--- config.mk ---
export PLATFORM = sky130hd
export DESIGN_NAME = aq_absmax_quant
export DESIGN_NICKNAME = d
export VERILOG_FILES = /design/src/rtl/aq_pkg.sv /design/src/rtl/aq_vec_store.sv /design/src/rtl/aq_recip_div.sv /design/src/rtl/aq_round_clamp.sv /design/src/rtl/aq_absmax_quant.sv
export SDC_FILE = /design/constraint.sdc
export NUM_CORES = 1
export LEC_CHECK = 0
export ABC_CLOCK_PERIOD_IN_PS = 16500
export CORE_MARGIN = 4
export CORE_UTILIZATION = 65
export DETAILED_ROUTE_END_ITERATION = 7
export GPL_TIMING_DRIVEN = 0
export PLACE_DENSITY = 0.84
export RECOVER_POWER = 25
export SLEW_MARGIN = 20
export SYNTH_ARGS = -nofsm -noshare
export SYNTH_HDL_FRONTEND = slang
export SYNTH_SLANG_ARGS = --single-unit
--- constraint.sdc ---
create_clock -name clk -period 16.5 [get_ports clk]
set_clock_uncertainty 0.2 [all_clocks]
set_input_delay 2.475 -clock clk [delete_from_list [all_inputs] [get_ports clk]]
set_output_delay 2.475 -clock clk [all_outputs]
set_load 0.01 [all_outputs]
--- src/rtl/aq_pkg.sv ---
package aq_pkg;
  typedef enum logic [1:0] {
    ST_LOAD = 2'd0,
    ST_KICK = 2'd1,
    ST_DIV  = 2'd2,
    ST_EMIT = 2'd3
  } aq_state_e;
endpackage

--- src/rtl/aq_vec_store.sv ---
module aq_vec_store #(
  parameter int DEPTH = 8,
  parameter int W     = 16,
  parameter int AW    = 3
) (
  input  logic          clk,
  input  logic          wr_en,
  input  logic [AW-1:0] addr,
  input  logic [W-1:0]  wr_data,
  output logic [W-1:0]  rd_data
);
  logic [W-1:0] mem [DEPTH];

  for (genvar i = 0; i < DEPTH; i++) begin : g_entry
    always_ff @(posedge clk) begin
      if (wr_en && (addr == AW'(i))) begin
        mem[i] <= wr_data;
      end
    end
  end

  assign rd_data = mem[addr];
endmodule

--- src/rtl/aq_recip_div.sv ---
module aq_recip_div #(
  parameter int QW    = 24,
  parameter int DEN_W = 18
) (
  input  logic             clk,
  input  logic             rst_n,
  input  logic             start,
  input  logic [DEN_W-1:0] divisor,
  output logic             fin,
  output logic [QW-1:0]    quot
);
  localparam int CW = $clog2(QW + 1);

  logic [QW-1:0]    num_q, num_n;
  logic [DEN_W-1:0] rem_q, rem_n;
  logic [DEN_W-1:0] div_q, div_n;
  logic [QW-1:0]    quot_q, quot_n;
  logic [CW-1:0]    cnt_q, cnt_n;
  logic             fin_q, fin_n;
  logic [DEN_W:0]   rem_sh;
  logic [DEN_W-1:0] rem_diff;
  logic             ge;

  always_comb begin
    rem_sh   = {rem_q, num_q[QW-1]};
    ge       = (rem_sh >= {1'b0, div_q});
    rem_diff = rem_sh[DEN_W-1:0] - div_q;
    num_n    = num_q;
    rem_n    = rem_q;
    div_n    = div_q;
    quot_n   = quot_q;
    cnt_n    = cnt_q;
    fin_n    = 1'b0;
    if (start) begin
      num_n  = QW'(1) << (QW - 1);
      rem_n  = '0;
      div_n  = divisor;
      quot_n = '0;
      cnt_n  = CW'(QW);
    end else if (cnt_q != '0) begin
      num_n  = num_q << 1;
      rem_n  = ge ? rem_diff : rem_sh[DEN_W-1:0];
      quot_n = {quot_q[QW-2:0], ge};
      cnt_n  = cnt_q - 1'b1;
      fin_n  = (cnt_q == CW'(1));
    end
  end

  always_ff @(posedge clk or negedge rst_n) begin
    if (!rst_n) begin
      num_q  <= '0;
      rem_q  <= '0;
      div_q  <= '0;
      quot_q <= '0;
      cnt_q  <= '0;
      fin_q  <= 1'b0;
    end else begin
      num_q  <= num_n;
      rem_q  <= rem_n;
      div_q  <= div_n;
      quot_q <= quot_n;
      cnt_q  <= cnt_n;
      fin_q  <= fin_n;
    end
  end

  assign fin  = fin_q;
  assign quot = quot_q;
endmodule

--- src/rtl/aq_round_clamp.sv ---
module aq_round_clamp #(
  parameter int IN_W  = 16,
  parameter int OUT_W = 8,
  parameter int QW    = 24,
  parameter int SF    = 16
) (
  input  logic [IN_W-1:0]  din,
  input  logic [QW-1:0]    scale,
  output logic [OUT_W-1:0] dout
);
  localparam int MAG_W = IN_W + 1;
  localparam int PW    = MAG_W + QW;

  logic             neg;
  logic [MAG_W-1:0] ext, mag;
  logic [PW-1:0]    prod, rnd, shr, lim;
  logic [OUT_W-1:0] sat;

  always_comb begin
    neg  = din[IN_W-1];
    ext  = {din[IN_W-1], din};
    mag  = neg ? (~ext + 1'b1) : ext;
    prod = PW'(mag) * PW'(scale);
    rnd  = prod + (PW'(1) << (SF - 1));
    shr  = rnd >> SF;
    lim  = neg ? (PW'(1) << (OUT_W - 1)) : ((PW'(1) << (OUT_W - 1)) - 1'b1);
    sat  = (shr > lim) ? lim[OUT_W-1:0] : shr[OUT_W-1:0];
    dout = neg ? OUT_W'(~sat + 1'b1) : sat;
  end
endmodule

--- src/rtl/aq_absmax_quant.sv ---
module aq_absmax_quant
  import aq_pkg::*;
#(
  parameter int VEC_LEN  = 8,
  parameter int IN_W     = 16,
  parameter int OUT_W    = 8,
  parameter int SCL_FRAC = 16,
  parameter int EPS      = 1
) (
  input  logic                      clk,
  input  logic                      rst_n,
  input  logic                      in_valid,
  output logic                      in_ready,
  input  logic [IN_W-1:0]           in_data,
  output logic                      out_valid,
  input  logic                      out_ready,
  output logic [OUT_W-1:0]          out_data,
  output logic                      out_last,
  output logic [OUT_W+SCL_FRAC-1:0] scale_out,
  output logic                      done
);
  localparam int IDX_W = (VEC_LEN > 1) ? $clog2(VEC_LEN) : 1;
  localparam int MAG_W = IN_W + 1;
  localparam int DEN_W = IN_W + 2;
  localparam int QW    = OUT_W + SCL_FRAC;
  localparam logic [IDX_W-1:0] LAST_IDX = IDX_W'(VEC_LEN - 1);

  aq_state_e        st_q, st_n;
  logic [IDX_W-1:0] cnt_q, cnt_n;
  logic [MAG_W-1:0] max_q, max_n;
  logic [QW-1:0]    scale_q, scale_n;
  logic             done_q, done_n;

  logic             wr_en, kick, div_fin, idx_last;
  logic [MAG_W-1:0] in_ext, in_mag;
  logic [DEN_W-1:0] divisor;
  logic [QW-1:0]    quot;
  logic [IN_W-1:0]  rd_data;

  assign in_ext   = {in_data[IN_W-1], in_data};
  assign in_mag   = in_data[IN_W-1] ? (~in_ext + 1'b1) : in_ext;
  assign idx_last = (cnt_q == LAST_IDX);
  assign divisor  = DEN_W'(max_q) + DEN_W'(EPS);

  always_comb begin
    st_n      = st_q;
    cnt_n     = cnt_q;
    max_n     = max_q;
    scale_n   = scale_q;
    done_n    = 1'b0;
    in_ready  = 1'b0;
    out_valid = 1'b0;
    wr_en     = 1'b0;
    kick      = 1'b0;
    case (st_q)
      ST_LOAD: begin
        in_ready = 1'b1;
        if (in_valid) begin
          wr_en = 1'b1;
          if ((cnt_q == '0) || (in_mag > max_q)) begin
            max_n = in_mag;
          end
          if (idx_last) begin
            cnt_n = '0;
            st_n  = ST_KICK;
          end else begin
            cnt_n = cnt_q + 1'b1;
          end
        end
      end
      ST_KICK: begin
        kick = 1'b1;
        st_n = ST_DIV;
      end
      ST_DIV: begin
        if (div_fin) begin
          st_n = ST_EMIT;
        end
      end
      ST_EMIT: begin
        out_valid = 1'b1;
        if (out_ready) begin
          if (idx_last) begin
            cnt_n   = '0;
            st_n    = ST_LOAD;
            done_n  = 1'b1;
            scale_n = quot;
          end else begin
            cnt_n = cnt_q + 1'b1;
          end
        end
      end
      default: st_n = ST_LOAD;
    endcase
  end

  always_ff @(posedge clk or negedge rst_n) begin
    if (!rst_n) begin
      st_q    <= ST_LOAD;
      cnt_q   <= '0;
      max_q   <= '0;
      scale_q <= '0;
      done_q  <= 1'b0;
    end else begin
      st_q    <= st_n;
      cnt_q   <= cnt_n;
      max_q   <= max_n;
      scale_q <= scale_n;
      done_q  <= done_n;
    end
  end

  aq_vec_store #(.DEPTH(VEC_LEN), .W(IN_W), .AW(IDX_W)) u_store (
    .clk     (clk),
    .wr_en   (wr_en),
    .addr    (cnt_q),
    .wr_data (in_data),
    .rd_data (rd_data)
  );

  aq_recip_div #(.QW(QW), .DEN_W(DEN_W)) u_div (
    .clk     (clk),
    .rst_n   (rst_n),
    .start   (kick),
    .divisor (divisor),
    .fin     (div_fin),
    .quot    (quot)
  );

  aq_round_clamp #(.IN_W(IN_W), .OUT_W(OUT_W), .QW(QW), .SF(SCL_FRAC)) u_rnd (
    .din   (rd_data),
    .scale (quot),
    .dout  (out_data)
  );

  assign out_last  = out_valid && idx_last;
  assign scale_out = scale_q;
  assign done      = done_q;
endmodule

==> results.cfg <==
[floorplanning]
start_util_pct = 66.1
area_of_the_core_mm2 = 0.0388
io_pins = 56
die_h_um = 207
floorplan.rows = 72
die_w_um = 207
die-area_mm2 = 0.0427

[sta]
period_utilisation_layout_pct = 96.9
hold_violations = 0
relSlewSlack_pct = -166
tightest_slew_ns = 3.99
rsz_0062_raised_after_global_routing = false
achievable-frequency_ghz = 0.0625
timing.final.setup_violations = 0
hold_ws_ns = 0.304
final_max_slew_viol_count = 117
setup_total_negative_slack_ns = 0
post-route-min-period_ns = 15.99

[cells_and_area]
final.fill_count = 2769
diodes = 0
post_route_cells_drive_above_1_share_pct = 5.28
utilization_pct = 71.8
nNetsFinal = 3247
area_growth_pct = 8.63

[job]
maxCapViolations = 2

[clock_network]
clock_sink_count = 242
cts.clk_slew.worst_paths_ns = 0.06
numCtsBuffers = 25
clk_root_buf = sky130_fd_sc_hd__clkbuf_16
clkLatencyLatePin_ns = 0.52
cts.htree.levels = 1
postCtsSetupBuffers = 0
tritoncts_clock_tree = yes
cts_max_path_buffers = 3

[outcome]
failed_checks = capacitance limit, slew limit
status = complete, but fails checks

[logic_synthesis]
count_of_cell_types_in_the_netlist = 80
avgSynthCellArea_um2 = 9.89
ys.warnings.count = 0
syn-instance-count = 2597
total_of_flip_flops_plus_latches_after_synthesis = 242
synth_edf_count = 128
synth_area_mm2 = 0.0257
synth_seq_area_share_pct = 26.1
ys_dominant_reg_cell = sky130_fd_sc_hd__edfxtp_1
synth_async_sr_flop_share_pct = 47.1

[global_route]
aggregate_global_routing_overflow = 0
number_of_antenna_violations_at_the_first_check_in_global_routing = 1
grt_max_degree = 74
first_global_vias = 20310
track_usage_pct = 31.8
grt_first_pass_wirelength_um = 107000

[detailed_routing]
met3_length_um = 6490
antenna_left = 0
detail_route.drc_violations = 0
detail_route.wirelength_um = 66300
drt_iter0_markers = 1842
route.top_layer_used = met5
wire_per_inst_um = 20.4
vias = 19468
wl_met2_um = 31700
post_drt_via_cell_ratio = 6.00
drt-met1-wl_um = 25000
drt-pass1-iter-count = 6

[placement]
routabilityCongestion = 0.992
detailed_place_hpwl_um = 52500
numPortBuffers = 54

[setup_path]
critical-path-max-stage-delay_ns = 0.57
timing_worst_setup_path_type = reg2out
critical_path_arrival_ns = 13.31
critical_path.slowest_cell = sky130_fd_sc_hd__mux4_2
worstPathMaxFanout = 10
kind_of_end_point_of_the_critical_path = primary output
critical_path.startpoint_type = flop
cp.required_ns = 13.82

[worst_hold_path]
hp-class = reg2reg
-- layout by cell type, fill, tap and decap left out, types with 53 or more instances in the layout --
master | Yosys | routed
sky130_fd_sc_hd__inv_1 | 433 | 433
sky130_fd_sc_hd__nand2_1 | 334 | 334
sky130_fd_sc_hd__fa_1 | 330 | 330
sky130_fd_sc_hd__ha_1 | 190 | 190
sky130_fd_sc_hd__and2_1 | 162 | 162
sky130_fd_sc_hd__edfxtp_1 | 128 | 128
sky130_fd_sc_hd__clkbuf_1 | 127 | 123
sky130_fd_sc_hd__dfrtp_1 | 114 | 114
sky130_fd_sc_hd__a21oi_1 | 109 | 109
sky130_fd_sc_hd__nor2_1 | 94 | 89
sky130_fd_sc_hd__o21ai_0 | 63 | 63
sky130_fd_sc_hd__clkdlybuf4s50_1 | 0 | 53
-- area by class of cell --
type | instances | area [um2] | share of cell area (%)
Multi-Input combinational cell | 1806 | 17000 | 60.9
Sequential cell | 242 | 6700 | 24.0
Inverter | 436 | 1640 | 5.88
Clock buffer | 31 | 648 | 2.32
Tap cell | 518 | 648 | 2.32
Timing Repair Buffer | 60 | 594 | 2.13
Buffer | 136 | 539 | 1.93
Clock inverter | 15 | 138 | 0.493
-- synthesized netlist by cell type, types with 6 or more instances --
library cell | count | area (um2)
sky130_fd_sc_hd__inv_1 | 433 | 1630
sky130_fd_sc_hd__nand2_1 | 334 | 1250
sky130_fd_sc_hd__fa_1 | 330 | 6610
sky130_fd_sc_hd__ha_1 | 190 | 2380
sky130_fd_sc_hd__and2_1 | 162 | 1010
sky130_fd_sc_hd__edfxtp_1 | 128 | 3840
sky130_fd_sc_hd__clkbuf_1 | 127 | 477
sky130_fd_sc_hd__dfrtp_1 | 114 | 2850
sky130_fd_sc_hd__a21oi_1 | 109 | 546
sky130_fd_sc_hd__nor2_1 | 94 | 353
sky130_fd_sc_hd__o21ai_0 | 63 | 315
sky130_fd_sc_hd__xnor2_1 | 57 | 499
sky130_fd_sc_hd__nand3_1 | 39 | 195
sky130_fd_sc_hd__nor2b_1 | 33 | 206
sky130_fd_sc_hd__mux4_2 | 32 | 721
sky130_fd_sc_hd__mux2_2 | 26 | 293
sky130_fd_sc_hd__mux2i_1 | 25 | 250
sky130_fd_sc_hd__a21o_1 | 23 | 173
sky130_fd_sc_hd__nor3_1 | 21 | 105
sky130_fd_sc_hd__a211oi_1 | 19 | 143
sky130_fd_sc_hd__nand4_1 | 18 | 113
sky130_fd_sc_hd__nor4_1 | 16 | 100
sky130_fd_sc_hd__and3_1 | 15 | 93.8
sky130_fd_sc_hd__o21a_1 | 15 | 113
sky130_fd_sc_hd__o211ai_1 | 13 | 97.6
sky130_fd_sc_hd__nand2b_1 | 12 | 75.1
sky130_fd_sc_hd__o31ai_1 | 11 | 82.6
sky130_fd_sc_hd__a311o_1 | 10 | 100
sky130_fd_sc_hd__or3_1 | 9 | 56.3
sky130_fd_sc_hd__xor2_1 | 9 | 78.8
sky130_fd_sc_hd__o21ai_1 | 8 | 40.0
sky130_fd_sc_hd__a31oi_1 | 7 | 43.8
sky130_fd_sc_hd__nand3b_1 | 6 | 45.0
sky130_fd_sc_hd__o311ai_0 | 6 | 52.6
-- worst max-delay path: cells and delay by family, from the launching register on --
family                     cells  cell delay [ns]
adders and majority gates     10             4.16
and+or+nand+nor               14             2.62
buffers and inverters          9             2.23
AOI/OAI and AO/OA             11             1.94
muxes                          2             0.94
xor gates and xnor gates       2             0.51
DFF                            1             0.40
-- sequential cells by signal, summed over array words and instances, names as in the netlist --
register and cells:
u_store.mem 128, scale_out 24, u_div.quot 24, u_div.div_q 18, u_div.rem_q 18, max_q 17, u_div.cnt_q 5, cnt_q 3
st_q 2, done 1, u_div.fin 1, u_div.num_q 1
-- cells by family after synthesis --
group / after synthesis / synth area share, %
mux: 85 / 5.03
compound gates: 329 / 8.27
buf+inv: 572 / 8.42
flops: 242 / 26.1
xor+xnor: 67 / 2.31
other cells: 2 / 0.0292
fa+ha+maj: 520 / 35.0
simple gates: 780 / 14.9
-- what timing repair did --
action | in CTS | in global routing
hold endpoints to repair | 0 | 0
hold buffers | 0 | 0
resized for setup | 4 | 30
cloned | 0 | 0
setup endpoints to repair | 2 | 8
-- metal layers --
metal,vias up,track usage (%)
li1,8622,-
met1,9634,41.6
met2,1009,53.0
met3,201,6.31
met4,2,12.9
met5,-,0
-- worst paths after layout --
path                                 from              to  slack, ns  depth (start not counted)
max                              cnt_q[0]     out_data[4]       0.51                         48
min                         scale_out[12]   scale_out[12]       0.30                          1
max reg2reg                u_div.div_q[1]  u_div.rem_q[9]      12.31                         15
min reg2reg                 scale_out[12]   scale_out[12]       0.30                          1
max in group asynchronous           rst_n        cnt_q[1]       9.02                          2
min in group asynchronous           rst_n    scale_out[5]       2.39                          1
-- per-stage QoR --
step,cell area (um2),setup slack [ns],std cells
3_3_place_gp,27000,0.675,3192
6_report,27900,0.512,3244
4_1_cts,27800,0.0213,3244
2_1_floorplan,25800,3.02,2620
3_5_place_dp,27100,0.470,3198
5_1_grt,27900,0.00739,3244
Power is left out: the tool's default activity adds up to more than one toggle a clock period on the data nets, which glitch-free logic cannot reach.
